<file path="config.mk">
export PLATFORM = sky130hd
export DESIGN_NAME = pulse_channel_seq
export DESIGN_NICKNAME = d
export VERILOG_FILES = /design/src/rtl/pcs_pkg.sv /design/src/rtl/pcs_edge_sync.sv /design/src/rtl/pcs_sequencer.sv /design/src/rtl/pcs_fifo.sv /design/src/rtl/pulse_channel_seq.sv
export SDC_FILE = /design/constraint.sdc
export NUM_CORES = 1
export LEC_CHECK = 0
export ABC_AREA = 1
export BUFFER_PORTS_ARGS = -buffer_cell sky130_fd_sc_hd__buf_2
export CAP_MARGIN = 10
export CORE_MARGIN = 2
export CORE_UTILIZATION = 51
export CTS_CLUSTER_SIZE = 14
export DETAILED_ROUTE_END_ITERATION = 6
export GPL_ROUTABILITY_DRIVEN = 0
export MAX_ROUTING_LAYER = met4
export PLACE_DENSITY = 0.87
export SYNTH_ARGS = -nofsm -noshare
export SYNTH_HDL_FRONTEND = slang
export SYNTH_HIERARCHICAL = 1
export SYNTH_SLANG_ARGS = --single-unit
export TNS_END_PERCENT = 50
</file>
<file path="constraint.sdc">
create_clock -name clk -period 2.2 [get_ports clk]
set_input_delay 0.66 -clock clk [delete_from_list [all_inputs] [get_ports clk]]
set_output_delay 0.66 -clock clk [all_outputs]
set_load 0.05 [all_outputs]
</file>
<file path="src/rtl/pcs_pkg.sv">
package pcs_pkg;
  typedef enum logic [2:0] {
    ST_IDLE  = 3'd0,
    ST_INTEG = 3'd1,
    ST_CONV  = 3'd2,
    ST_WRITE = 3'd3,
    ST_RESET = 3'd4
  } seq_state_t;
endpackage

</file>
<file path="src/rtl/pcs_edge_sync.sv">
module pcs_edge_sync #(
  parameter int STAGES = 2
) (
  input  logic clk,
  input  logic rst_n,
  input  logic async_in,
  output logic rise
);
  // sh[STAGES-1] is the synchronised level, sh[STAGES] its previous value
  logic [STAGES:0] sh;

  generate
    for (genvar i = 0; i <= STAGES; i++) begin : g_stage
      if (i == 0) begin : g_first
        always_ff @(posedge clk) begin
          if (!rst_n) sh[0] <= 1'b0;
          else        sh[0] <= async_in;
        end
      end else begin : g_next
        always_ff @(posedge clk) begin
          if (!rst_n) sh[i] <= 1'b0;
          else        sh[i] <= sh[i-1];
        end
      end
    end
  endgenerate

  assign rise = sh[STAGES-1] & ~sh[STAGES];
endmodule

</file>
<file path="src/rtl/pcs_sequencer.sv">
module pcs_sequencer
  import pcs_pkg::*;
#(
  parameter int LEN_W   = 9,
  parameter int LEN_MIN = 10,
  parameter int LEN_MAX = 300,
  parameter int RST_CYC = 2,
  parameter int CODE_W  = 8,
  parameter int HIT_W   = 16
) (
  input  logic              clk,
  input  logic              rst_n,
  input  logic              enable,
  input  logic              trig,
  input  logic [LEN_W-1:0]  int_len,
  input  logic              adc_valid,
  input  logic [CODE_W-1:0] adc_data,
  output logic              int_gate,
  output logic              conv_start,
  output logic              int_reset,
  output logic              busy,
  output logic              wr_en,
  output logic [CODE_W-1:0] wr_data,
  output logic [HIT_W-1:0]  dead_hits
);
  localparam logic [LEN_W-1:0] MIN_L = LEN_W'(LEN_MIN);
  localparam logic [LEN_W-1:0] MAX_L = LEN_W'(LEN_MAX);
  localparam logic [LEN_W-1:0] RST_L = LEN_W'(RST_CYC - 1);
  localparam logic [HIT_W-1:0] HIT_MAX = '1;

  seq_state_t        state;
  logic [LEN_W-1:0]  cnt;
  logic [LEN_W-1:0]  len_c;
  logic              conv_q;
  logic [CODE_W-1:0] code_q;

  // window length limited to the legal range
  always_comb begin
    if (int_len < MIN_L)      len_c = MIN_L;
    else if (int_len > MAX_L) len_c = MAX_L;
    else                      len_c = int_len;
  end

  always_ff @(posedge clk) begin
    if (!rst_n) begin
      state  <= ST_IDLE;
      cnt    <= '0;
      conv_q <= 1'b0;
      code_q <= '0;
    end else begin
      conv_q <= 1'b0;
      case (state)
        ST_IDLE: begin
          if (enable && trig) begin
            state <= ST_INTEG;
            cnt   <= len_c - 1'b1;
          end
        end
        ST_INTEG: begin
          if (cnt == '0) begin
            state  <= ST_CONV;
            conv_q <= 1'b1;
          end else begin
            cnt <= cnt - 1'b1;
          end
        end
        ST_CONV: begin
          if (adc_valid && !conv_q) begin
            code_q <= adc_data;
            state  <= ST_WRITE;
          end
        end
        ST_WRITE: begin
          state <= ST_RESET;
          cnt   <= RST_L;
        end
        ST_RESET: begin
          if (cnt == '0) state <= ST_IDLE;
          else           cnt   <= cnt - 1'b1;
        end
        default: state <= ST_IDLE;
      endcase
    end
  end

  // triggers lost while the channel is occupied
  always_ff @(posedge clk) begin
    if (!rst_n)
      dead_hits <= '0;
    else if (trig && state != ST_IDLE && dead_hits != HIT_MAX)
      dead_hits <= dead_hits + 1'b1;
  end

  assign int_gate   = (state == ST_INTEG);
  assign conv_start = conv_q;
  assign int_reset  = (state == ST_RESET);
  assign busy       = (state != ST_IDLE);
  assign wr_en      = (state == ST_WRITE);
  assign wr_data    = code_q;
endmodule

</file>
<file path="src/rtl/pcs_fifo.sv">
module pcs_fifo #(
  parameter int DEPTH = 4,
  parameter int W     = 8
) (
  input  logic                       clk,
  input  logic                       rst_n,
  input  logic                       wr_en,
  input  logic [W-1:0]               wr_data,
  output logic                       rd_valid,
  input  logic                       rd_ready,
  output logic [W-1:0]               rd_data,
  output logic                       full,
  output logic [$clog2(DEPTH+1)-1:0] count,
  input  logic                       ovf_clear,
  output logic                       overflow
);
  localparam int AW = (DEPTH > 1) ? $clog2(DEPTH) : 1;
  localparam int CW = $clog2(DEPTH + 1);
  localparam logic [CW-1:0] FULL_C = CW'(DEPTH);

  logic [W-1:0]  mem [DEPTH];
  logic [AW-1:0] wptr, rptr;
  logic          push, pop;

  assign full     = (count == FULL_C);
  assign rd_valid = (count != '0);
  assign push     = wr_en && !full;
  assign pop      = rd_valid && rd_ready;
  assign rd_data  = mem[rptr];

  always_ff @(posedge clk) begin
    if (push) mem[wptr] <= wr_data;
  end

  always_ff @(posedge clk) begin
    if (!rst_n) begin
      wptr  <= '0;
      rptr  <= '0;
      count <= '0;
    end else begin
      if (push) wptr <= (wptr == AW'(DEPTH - 1)) ? '0 : wptr + 1'b1;
      if (pop)  rptr <= (rptr == AW'(DEPTH - 1)) ? '0 : rptr + 1'b1;
      case ({push, pop})
        2'b10:   count <= count + 1'b1;
        2'b01:   count <= count - 1'b1;
        default: count <= count;
      endcase
    end
  end

  // a discard takes priority over a clear in the same cycle
  always_ff @(posedge clk) begin
    if (!rst_n)                overflow <= 1'b0;
    else if (wr_en && full)    overflow <= 1'b1;
    else if (ovf_clear)        overflow <= 1'b0;
  end
endmodule

</file>
<file path="src/rtl/pulse_channel_seq.sv">
module pulse_channel_seq #(
  parameter int LEN_W   = 9,
  parameter int LEN_MIN = 10,
  parameter int LEN_MAX = 300,
  parameter int RST_CYC = 2,
  parameter int CODE_W  = 8,
  parameter int DEPTH   = 4,
  parameter int HIT_W   = 16,
  parameter int SYNC_N  = 2
) (
  input  logic                       clk,
  input  logic                       rst_n,
  input  logic                       enable,
  input  logic                       disc_in,
  input  logic [LEN_W-1:0]           int_len,
  input  logic                       adc_valid,
  input  logic [CODE_W-1:0]          adc_data,
  output logic                       int_gate,
  output logic                       conv_start,
  output logic                       int_reset,
  output logic                       busy,
  output logic                       rd_valid,
  input  logic                       rd_ready,
  output logic [CODE_W-1:0]          rd_data,
  output logic                       fifo_full,
  output logic [$clog2(DEPTH+1)-1:0] fifo_count,
  output logic                       overflow,
  input  logic                       ovf_clear,
  output logic [HIT_W-1:0]           dead_hits
);
  logic              trig;
  logic              wr_en;
  logic [CODE_W-1:0] wr_data;

  pcs_edge_sync #(.STAGES(SYNC_N)) u_sync (
    .clk      (clk),
    .rst_n    (rst_n),
    .async_in (disc_in),
    .rise     (trig)
  );

  pcs_sequencer #(
    .LEN_W   (LEN_W),
    .LEN_MIN (LEN_MIN),
    .LEN_MAX (LEN_MAX),
    .RST_CYC (RST_CYC),
    .CODE_W  (CODE_W),
    .HIT_W   (HIT_W)
  ) u_seq (
    .clk        (clk),
    .rst_n      (rst_n),
    .enable     (enable),
    .trig       (trig),
    .int_len    (int_len),
    .adc_valid  (adc_valid),
    .adc_data   (adc_data),
    .int_gate   (int_gate),
    .conv_start (conv_start),
    .int_reset  (int_reset),
    .busy       (busy),
    .wr_en      (wr_en),
    .wr_data    (wr_data),
    .dead_hits  (dead_hits)
  );

  pcs_fifo #(.DEPTH(DEPTH), .W(CODE_W)) u_fifo (
    .clk       (clk),
    .rst_n     (rst_n),
    .wr_en     (wr_en),
    .wr_data   (wr_data),
    .rd_valid  (rd_valid),
    .rd_ready  (rd_ready),
    .rd_data   (rd_data),
    .full      (fifo_full),
    .count     (fifo_count),
    .ovf_clear (ovf_clear),
    .overflow  (overflow)
  );
endmodule

</file>
# Word-level counts from Yosys, hierarchy flattened
# Memory sizes are Yosys's and may differ from the RTL's. A register that Yosys moved wholly into a read port is not among the register bits.
# Cells that the tools add are included.
dict set report totals {
  reg_bits 48
  mem_bits_rw 32
  input_bits 24
  output_inout_bits 34
  elab_cells 80
  memories 1
}
dict set report op_classes {
  n_addsub 7
  n_lt_le_gt_ge 2
  n_eq_ne 15
  muxes 20
  bitwise_logic 2
  reduce_logical 21
}
# memory words width read_ports rd_clocked_by_memory_dff write_ports line
set memory_table {}
lappend memory_table {u_fifo.mem 4 8 1 1 1 pcs_fifo.sv:21} ;# logic [W-1:0] mem [DEPTH];
# operator count
set op_table {}
lappend op_table {{2-to-1 mux 9 bit} 4}
lappend op_table {{one-hot mux 9 bit (3 select lines)} 1}
lappend op_table {{subtractor 9 x 1 -> 9 bit, second input constant} 2}
lappend op_table {{adder 16 x 1 -> 16 bit, second input constant} 1}
lappend op_table {{!= test 16 bit, second input constant} 1}
lappend op_table {{one-hot mux 3 bit (5 select lines)} 1}
lappend op_table {{2-to-1 mux 3 bit} 4}
lappend op_table {{greater-than comparator 9 bit, second input constant} 1}
lappend op_table {{logical NOT 9 bit} 1}
lappend op_table {{less-than comparator 9 x 4 -> 1 bit, second input constant} 1}
lappend op_table {{nonzero test 3 bit} 3}
lappend op_table {{2-to-1 mux 2 bit} 4}
lappend op_table {{!= test 2 x 1 -> 1 bit, second input constant} 4}
lappend op_table {{logical AND 1 bit} 7}
lappend op_table {{== test 2 bit, second input constant} 3}
lappend op_table {{== test 3 x 2 -> 1 bit, second input constant} 2}
lappend op_table {{== test 3 bit, second input constant} 2}
lappend op_table {{one-hot mux 3 bit (2 select lines)} 1}
lappend op_table {{2-to-1 mux 1 bit} 5}
lappend op_table {{adder 2 x 1 -> 2 bit, second input constant} 2}
lappend op_table {{AND reduction 2 bit} 2}
lappend op_table {{AND reduction 4 bit} 1}
lappend op_table {{nonzero test 2 bit} 2}
lappend op_table {{adder 3 x 1 -> 3 bit, second input constant} 1}
lappend op_table {{other kinds (10)} 11}

# Depth between registers and ports, before layout
dict set report depth {
  ltp_word 6
  mapped_depth 15
  mapped_depth_nobuf 15
}

# By module
# Netlist, hierarchy kept.
# module n_inst cells_per_inst area_each_um2
set by_module_without_submodules {}
lappend by_module_without_submodules {pcs_sequencer 1 316 2127.0}
lappend by_module_without_submodules {pcs_fifo 1 151 1726.7}
lappend by_module_without_submodules {pcs_edge_sync 1 11 92.6}

# Least setup slack after synthesis
# No wires, ideal clock.
dict set report synth_path {
  kind {reg2reg}
  from {register u_fifo.count[2]}
  to {register u_fifo.count[2]}
  t_arrival_ps 2246
  required_ps 2090
  slack_ps -156
  stages_incl_launch_ff 14
  path_buffers 0
  period_less_slack_ps 2356
  cell_sequence {dfxtp_1 > inv_1 > nand2_1 > nand2_1 > inv_1 > ha_1 > inv_1 > fa_1 > inv_1 > nand2_1 > nand3_1 > nand2_1 > inv_1 > nor2_1}
}
# item line
set synth_lines {}
lappend synth_lines {{start, declared} pcs_fifo.sv:13} ;# output logic [$clog2(DEPTH+1)-1:0] count,
lappend synth_lines {{start signal, assigned} pcs_fifo.sv:44} ;# 2'b10: count <= count + 1'b1;
lappend synth_lines {{start signal, assigned} pcs_fifo.sv:45} ;# 2'b01: count <= count - 1'b1;
lappend synth_lines {{start signal, assigned} pcs_fifo.sv:46} ;# default: count <= count;
lappend synth_lines {{nonzero test 3 bit *} pcs_fifo.sv:26} ;# assign rd_valid = (count != '0);
lappend synth_lines {{via rd_valid} pulse_channel_seq.sv:22} ;# output logic rd_valid,
lappend synth_lines {{logical AND 1 bit *} pcs_fifo.sv:28} ;# assign pop = rd_valid && rd_ready;
lappend synth_lines {{via u_fifo.pop} pcs_fifo.sv:23} ;# logic push, pop;
lappend synth_lines {{== test 2 x 1 -> 1 bit / == test 2 bit (equally long branches)} pcs_fifo.sv:43} ;# case ({push, pop})
lappend synth_lines {{one-hot mux 3 bit (2 select lines) / nonzero test 2 bit (equally long branches)} --}
# The timed path passes the listed nets; every way through them passes the cells marked *.
# A chain may end at the register's enable or synchronous reset.

==> flow_metrics.py <==
metrics = {
    "timing": {
        "period_needed_ns": 2.121,
        "skew_ns": 0.005822,
        "max_slew_margin": 0.6395,
        "slew_violations": 0,
        "worstMarginPinSlew_ns": 0.5366,
        "post-route-period-util": 0.9639,
        "setup_viol": 0,
        "max_freq_mhz": 471.6,
        "final-hold-violation-count": 0,
        "rsz0062_at_grt": "true",
        "final.setup.worst_slack_ns": 0.07937,
    },
    "cts": {
        "clkSinkCount": 82,
        "clk_pin_slew_ns": 0.09,
        "htreeDepth": 3,
        "cts_setup_buffers": 0,
        "numCtsBuffers": 9,
        "cts_tree": "done",
        "ctsRootBufferMaster": "clkbuf_8",
        "cts_hold_buf": 0,
        "clk_latency_ns": 0.36,
        "clock_path_buffers": 2,
    },
    "synth": {
        "synth_most_common_cell": "nand2_1",
        "syn_inst": 478,
        "synth_top_area_frac": 0.2536,
        "ys_seq_area_frac": 0.4971,
        "ys_ff_latch": 82,
        "syn_nets": 511,
        "ys_warn_count": 6,
        "yosys-top-cells-area": "dfxtp_1 (25%), edfxtp_1 (24%), nand2_1 (8.0%), nor2_1 (7.3%), inv_1 (5.7%)",
        "netlist_top_cells_count": "nand2_1 (84), nor2_1 (77), inv_1 (60)",
        "ys_types": 41,
        "synthArstFlopShare": 0,
        "synth_top_flop_cell": "dfxtp_1",
        "synth_edf_count": 32,
        "synth.avg_cell_area_sq_um": 8.256,
        "syn-cell-area_sq_um": 3946,
        "yosysTopAreaCell": "dfxtp_1",
    },
    "placement": {
        "dp_slack_ns": -0.1444,
        "portBuffers": 57,
        "hpwl_microns": 6019,
    },
    "setup_path": {
        "regToRegSetupSlack_ns": 0.24,
        "worstPathRequired_ns": 1.54,
        "r2r-start": "u_seq/state[1]$_SDFFE_PN0P_",
        "critical-path-max-stage-delay_ns": 0.39,
        "cp_num_buf_inv": 2,
        "critPathKind": "reg -> out",
        "arrival_ns": 1.46,
        "end_kind": "primary output",
        "cp_max_fo": 9,
        "critPathLaunchType": "flop",
        "r2r_cells": 15,
        "path_cells": "inv_2, o21ai_0, o22ai_1, buf_4",
        "r2r-end": "u_seq/cnt[8]$_SDFFE_PN0P_",
        "cpMaxStageDelayCell": "dfxtp_2",
        "crit_family": "buffers and inverters",
        "cp_num_cells": 4,
    },
    "final_layout": {
        "fin_nets": 588,
        "antennaDiodeCount": 0,
        "final_core_util": 0.6099,
        "area_growth_pct": 17.57,
        "fill_cells": 676,
        "final_layout_size_suffix_gt1_frac": 0.2304,
    },
    "global_route": {
        "grt_antenna_before_repair": 0,
        "grt_max_degree": 33,
        "grt_pass1_wl_microns": 13900,
        "grt_pass1_vias": 3263,
        "grt_overflow": 0,
        "track_usage": 0.2115,
    },
    "pwr": {
        "power_density_nw_per_um2": 874.7,
        "peakVddDrop_v": 0.0004953,
        "p_total_mw": 4.058,
        "p_leak_nw": 2.059,
    },
    "run": {
        "timing.max_cap.violations": 0,
    },
    "route": {
        "vias": 3410,
        "viasPerCell": 5.151,
        "drtAntennaViolNets": 0,
        "dr.pass1.iters": 4,
        "drc": 0,
        "wirelength_microns": 8238,
        "drt-wirelength-per-cell_microns": 12.44,
        "first_iter_violations": 131,
    },
    "min_path": {
        "holdCritStartpoint": "u_sync/sh[0]$_SDFF_PN0_",
        "holdPathEnd": "u_sync/sh[1]$_SDFF_PN0_",
        "hp-class": "reg -> reg",
        "hold_depth": 2,
    },
    "die": {
        "io_pins": 58,
        "start_util": 0.5188,
        "die_w_microns": 91.97,
        "core-area_sq_um": 7607,
        "die_area_sq_um": 8458,
        "rows": 32,
        "die_y_microns": 91.97,
    },
    "outcome": {
        "outcome": "finished clean",
    },
}
[cell type report]
type | instances | area, sq um | share of cell area
Clock buffer | 9 | 123.9 | 0.02670
Clock inverter | 7 | 68.82 | 0.01483
Inverter | 64 | 242.7 | 0.05232
Multi-Input combinational cell | 325 | 1684 | 0.3630
Sequential cell | 82 | 1968 | 0.4242
Tap cell | 102 | 127.6 | 0.02751
Timing Repair Buffer | 73 | 424.2 | 0.09142
[worst max-delay path by stage]
stage / from / endpoint / slack [ns]
finish: flop / rd_data[7] / 0.08
global route: u_seq/state[2]$_SDFFE_PN0P_ / u_seq/cnt[8]$_SDFFE_PN0P_ / -0.03
CTS: flop / rd_data[7] / 0.009
detailed placement: int_len[7] / u_seq/cnt[8]$_SDFFE_PN0P_ / -0.14
global placement: int_len[7] / u_seq/cnt[8]$_SDFFE_PN0P_ / -0.05
floorplan: u_fifo/count[2]$_SDFFE_PN0P_ / u_fifo/count[2]$_SDFFE_PN0P_ / 0.004
[report_power, final]
| group | internal, mW | switching (mW) |
|---|---|---|
| clock network | 0.444 | 0.600 |
| registers | 1.66 | 0.0873 |
| logic | 0.412 | 0.858 |
| total | 2.51 | 1.55 |
[timing repair]
| item | 4_1_cts | 5_1_grt |
|---|---|---|
| gates resized for setup | 8 | 6 |
| endpoints found under the setup margin | 8 | 9 |
| endpoints found under the hold margin | 0 | 0 |
| pin swaps | 0 | 1 |
[sequential cells by signal, indices dropped and copies added (netlist names), named ones only]
register	count
u_fifo/wptr	2
u_fifo/rptr	2
u_fifo/mem	32
u_seq/wr_data	8
u_seq/conv_start	1
u_seq/dead_hits	16
u_seq/cnt	9
u_fifo/count	3
u_fifo/overflow	1
u_seq/state	3
u_sync/sh	3
[worst min-delay path: cells and delay by family, from the launching register on]
family | cells | cell delay (ns)
buf+inv | 1 | 0.03
flops | 1 | 0.31
simple gates | 1 | 0.05
[cell families after synthesis]
kind of cell | count (synthesis) | share of synthesized area
XOR/XNOR | 2 | 0.004440
flip-flops | 82 | 0.4971
AND/OR/NAND/NOR | 223 | 0.2571
adder cells (fa/ha/maj) | 9 | 0.03044
buffers and inverters | 71 | 0.07736
AO/OA/AOI/OAI | 91 | 0.1335
[metrics by stage]
stage / TNS, ns / hold WS (ns) / std cells / cell area (sq um)
after detailed placement: -0.4342 / 0.4005 / 646 / 4417
after CTS: 0 / 0.4173 / 662 / 4626
final: 0 / 0.4135 / 662 / 4639
after global placement: -0.04519 / 0.3988 / 646 / 4417
after global routing: -0.02763 / 0.4274 / 662 / 4639
after floorplan: 0 / 0.3856 / 478 / 3949
[layout by cell type, fill, tap and decap left out, types with 9 or more instances in the layout]
master	instances
o21ai_0	36
dfxtp_1	47
buf_4	20
edfxtp_1	32
nor2_1	76
a21oi_1	28
buf_2	51
nand3_1	22
inv_1	59
clkbuf_8	9
nand2_1	83
[routing by layer]
metal / part of all wire / GRT usage / vias up
met3: 0.038 / 0.04108 / 12
li1: - / - / 1724
met5: 0 / - / -
met4: 0.013 / 0.09204 / 0
met2: 0.51 / 0.3536 / 79
met1: 0.44 / 0.2497 / 1595
Power figures use the tool's default switching activity.
